$ cat config.mk
export PLATFORM = sky130hd
export DESIGN_NAME = local_hist_predictor
export DESIGN_NICKNAME = d
export VERILOG_FILES = /design/src/rtl/local_hist_predictor.sv
export SDC_FILE = /design/constraint.sdc
export NUM_CORES = 1
export LEC_CHECK = 0
export BUFFER_PORTS_ARGS = -buffer_cell sky130_fd_sc_hd__buf_2
export CAP_MARGIN = 5
export CORE_AREA = 2 2 114 116
export DETAILED_ROUTE_END_ITERATION = 8
export DIE_AREA = 0 0 116 118
export GPL_TIMING_DRIVEN = 0
export SYNTH_ARGS = -nofsm -noshare
export SYNTH_HDL_FRONTEND = slang
export SYNTH_SLANG_ARGS = --single-unit
$ cat constraint.sdc
create_clock -name clk -period 9.5 [get_ports clk]
set_clock_uncertainty 0.15 [all_clocks]
set_input_delay 1.425 -clock clk [delete_from_list [all_inputs] [get_ports clk]]
set_output_delay 1.425 -clock clk [all_outputs]
set_load 0.005 [all_outputs]
$ cat src/rtl/local_hist_predictor.sv
module local_hist_predictor #(
  parameter int PC_W   = 32,
  parameter int ALIGN  = 2,
  parameter int SEL_W  = 4,
  parameter int HIST_W = 4
) (
  input  logic            clk,
  input  logic            rst_n,
  input  logic [PC_W-1:0] pred_pc,
  output logic            pred_taken,
  input  logic            upd_valid,
  input  logic [PC_W-1:0] upd_pc,
  input  logic            upd_taken
);
  localparam int N_HIST = 1 << SEL_W;
  localparam int N_CTR  = 1 << HIST_W;

  logic [N_HIST-1:0][HIST_W-1:0] hist_q;
  logic [N_CTR-1:0][1:0]         ctr_q;

  wire [SEL_W-1:0]  p_sel = SEL_W'(pred_pc >> ALIGN);
  wire [SEL_W-1:0]  u_sel = SEL_W'(upd_pc >> ALIGN);
  wire [HIST_W-1:0] p_pat = hist_q[p_sel];
  wire [HIST_W-1:0] u_pat = hist_q[u_sel];
  wire [1:0]        u_ctr = ctr_q[u_pat];

  logic [1:0] u_ctr_nxt;
  always_comb begin
    u_ctr_nxt = u_ctr;
    if (upd_taken && u_ctr != 2'b11)       u_ctr_nxt = u_ctr + 2'd1;
    else if (!upd_taken && u_ctr != 2'b00) u_ctr_nxt = u_ctr - 2'd1;
  end

  assign pred_taken = ctr_q[p_pat][1];

  always_ff @(posedge clk) begin
    if (!rst_n) begin
      for (int i = 0; i < N_HIST; i++) hist_q[i] <= '0;
      for (int j = 0; j < N_CTR; j++)  ctr_q[j]  <= 2'b01;
    end else if (upd_valid) begin
      ctr_q[u_pat]  <= u_ctr_nxt;
      hist_q[u_sel] <= {u_pat[HIST_W-2:0], upd_taken};
    end
  end
endmodule

==> impl_results.md <==
- Ratio of final minimum period to clock period: a little over three fifths
- Syn Area/Cell: a little over 10 µm²
- Unrepaired setup endpoints after global routing: false
- Bufs and invs on worst path: 3
- Vias in the first global route: between 4000 and 5000
- Worst slew margin relative to its limit: around two fifths
- Pins over their slew limit: 0
- Depth of the CTS H-tree: 3
- Width of the chip: about 120 µm
- Register Area: between 0.0015 and 0.002 mm²
- TritonCTS clock tree: built
- CP Launch Type: input port
- Number of storage elements in the synthesis netlist: 96
- Net count after synthesis: between 600 and 700
- Nets: around 620
- CP peak stage delay: ~0.72 ns
- Asr flop ratio synth: 0%
- Via density per instance: between 5 and 6
- Synth warn: 0
- Count of instances resized after the clock tree is built: 0
- Synthesized netlist cell count: about 540
- Wire length after detailed routing: between 10000 and 15000 µm
- Utilization of the core after routing: 48.5%
- R2r setup slk: 5.11 ns
- Area of the core: roughly 0.012 mm²
- LEAKAGE: approximately 2.2 nW
- Routability cong.: between 0.8 and 0.9
- Number of buffers inserted during clock tree synthesis: 9
- First-pass GRT wire length: 22900 µm
- Total track usage: about 22%
- Endpoint class of the critical path: output port
- Total area of multi-input combinational cells: ~0.0033 mm²
- Post-Route Setup TNS: 0 ns
- Number of distinct library cells after synthesis: 51
- Result of the run: completed
- Final setup violating endpoints: 0
- Worst path arrival time: ~4.4 ns
- Drt first-iter violations: approximately 350
- Fin crit period: 5.96 ns
- Area growth from synthesis to layout: 10.3%
- Category of cells accounting for the largest share of critical-path delay: multiplexers
- Power density of the placed cells: 151 mW/mm²
- Worst hold-check path type: flop to flop
- Buffer type at the clock tree root: clkbuf_16
- Post-detailed-route count of antenna-violating nets: 0
- Critical-path cell with the highest stage delay: buf_1
- Count of max-cap constraint violations: 0
- Number of buffers on the longest clock path: 2
- Largest net degree at the start of global routing: 17
- Fraction of layout cells with a size suffix above 1: 18.1%
- Commonest cells after routing, fill and taps aside: dfxtp_1 (96), nand2_1 (51), mux2i_1 (47)
- Top flip-flop cell by instance count after synthesis: dfxtp_1
- Commonest non-fill, non-tap cell in the layout: dfxtp_1
- Per-cell routed wire length: about 20 µm
- Post-synth design cell area: ~0.0055 mm²
- Worst voltage drop across the vdd grid: ~0.065 mV
- Worst skew pair latency: 0.35 ns
- Sequential-to-total area share from yosys stat: between 30% and 40%
- Overflow left after global routing: 0
- DIE HEIGHT: 118 µm
- Crit-path most repeated cell: mux4_2
- Effective utilization at floorplan: between 40% and 50%
- Max Clock Freq: roughly 170 MHz
- Number of buffers added on ports: 5
- Cells traversed along the worst timing path: buf_2 -> buf_1 -> mux4_2 -> mux4_2 -> mux4_2 -> mux2i_1 -> buf_2
- Cts-stage hold buffer count: 0
- Number of inserted diodes: 0
- Data required time of the worst path: ~7.9 ns
- Number of ports placed on the die boundary: 69
- Biggest fanout along the worst timing path: 10
- Iteration count of the initial detailed-routing pass: 5
- Remaining design rule violation count: 0
- Die Area: between 0.01 and 0.015 mm²
- Post-CTS setup buffer count: 0
- Number of antenna violations at the first check in global routing: 0
- FP Rows: 41
- Actual transition at the worst max-transition pin: just over 0.9 ns
- Filler Cells Inserted: between 1000 and 1500
- Critical path type: input port to output port
- Final hold violation count: 0
- Number of clock sinks: 96
- Total half-perimeter wirelength after legalization and detailed placement: around 11000 µm
- Worst-path clk slew: roughly 0.070 ns
- Overall via count from detail_route: 4212
- Number of flops mapped to enable cells by yosys: 0
final timing paths:
path / to / cells after the start / start
worst max-delay path: pred_taken / 7 / pred_pc[2]
worst min-delay path: hist_q[0] / 2 / hist_q[0]
worst max register to register: ctr_q[10] / 13 / hist_q[62]
worst min register to register: hist_q[0] / 2 / hist_q[0]
state kept, by name, indices dropped and copies added, names as in the netlist:
signal	flops
ctr_q	32
hist_q	64
power by group:
part | leakage (nW) | internal (mW) | switching [mW]
clock network | 0.156 | 0.231 | 0.163
registers | 0.775 | 0.406 | 0.00344
logic | 1.27 | 0.0425 | 0.0641
total | 2.20 | 0.680 | 0.230
per-layer routing:
metal | up-vias | share of wire, % | track usage (%)
li1 | 1990 | - | -
met1 | 2119 | 49 | 33.6
met2 | 89 | 44 | 32.6
met3 | 14 | 4.5 | 3.55
met4 | 0 | 1.6 | 6.18
met5 | - | 0 | 0
synth_stat cells, types with 2 or more instances:
library cell  instances  area, µm²
a21oi_1              24        120
nand2b_1              5       31.3
o21ai_0              38        190
a221oi_1              4       35.0
buf_12                2       40.0
o211a_1              10        100
and3_1                2       12.5
buf_6                 3       33.8
and2_1                7       43.8
nor2_1               28        105
mux4_2               40        901
buf_1                 3       11.3
nand2_1              51        191
buf_4                 3       22.5
or3_1                 4       25.0
dfxtp_1              96       1920
nor2b_1              38        238
a22oi_2               2       25.0
clkbuf_1             27        101
a21boi_0             18        135
mux2i_1              47        470
inv_1                 5       18.8
ha_1                  2       25.0
nand3_1               6       30.0
mux2_2                4       45.0
a21oi_2              10       87.6
mux2_1                2       22.5
nor3b_1              25        188
buf_2                 4       20.0
a2111oi_0             4       35.0
nand3b_1              2       15.0
area by class of cell:
class / instances / area share (%)
timing repair buffer: 5 / 0.415
clock buffer: 9 / 3.74
clock inverter: 7 / 1.58
multi-input combinational: 391 / 54.5
sequential: 96 / 31.9
tap: 172 / 3.57
buffer: 43 / 3.88
inverter: 6 / 0.374
worst min-delay path, cell delays in order (launching register included):
cell	delay (ns)
dfxtp_1	0.33
nand2_1	0.05
a21boi_0	0.07
per-stage QoR:
stage	setup slack (ns)	cells	area (µm²)	hold WS, ns	total power, mW
finish	3.54	729	6020	0.348	0.910
floorplan	4.08	536	5460	0.299	0.497
global placement	3.48	713	5700	0.323	0.523
CTS	3.50	729	6020	0.346	0.913
detailed placement	3.50	713	5700	0.340	0.525
global route	3.39	729	6020	0.370	0.940
cell families (layout without fill, tap and decap cells):
| kind of cell | count (synthesis) | in the layout | share of synthesized area [%] |
|---|---|---|---|
| simple gates | 176 | 176 | 17.7 |
| flops | 96 | 96 | 35.2 |
| buf+inv | 49 | 70 | 4.69 |
| mux | 95 | 95 | 27.2 |
| xor+xnor | 2 | 2 | 0.321 |
| fa+ha+maj | 2 | 2 | 0.458 |
| compound gates | 116 | 116 | 14.4 |
No activity file was read; power rests on OpenSTA's default activity.
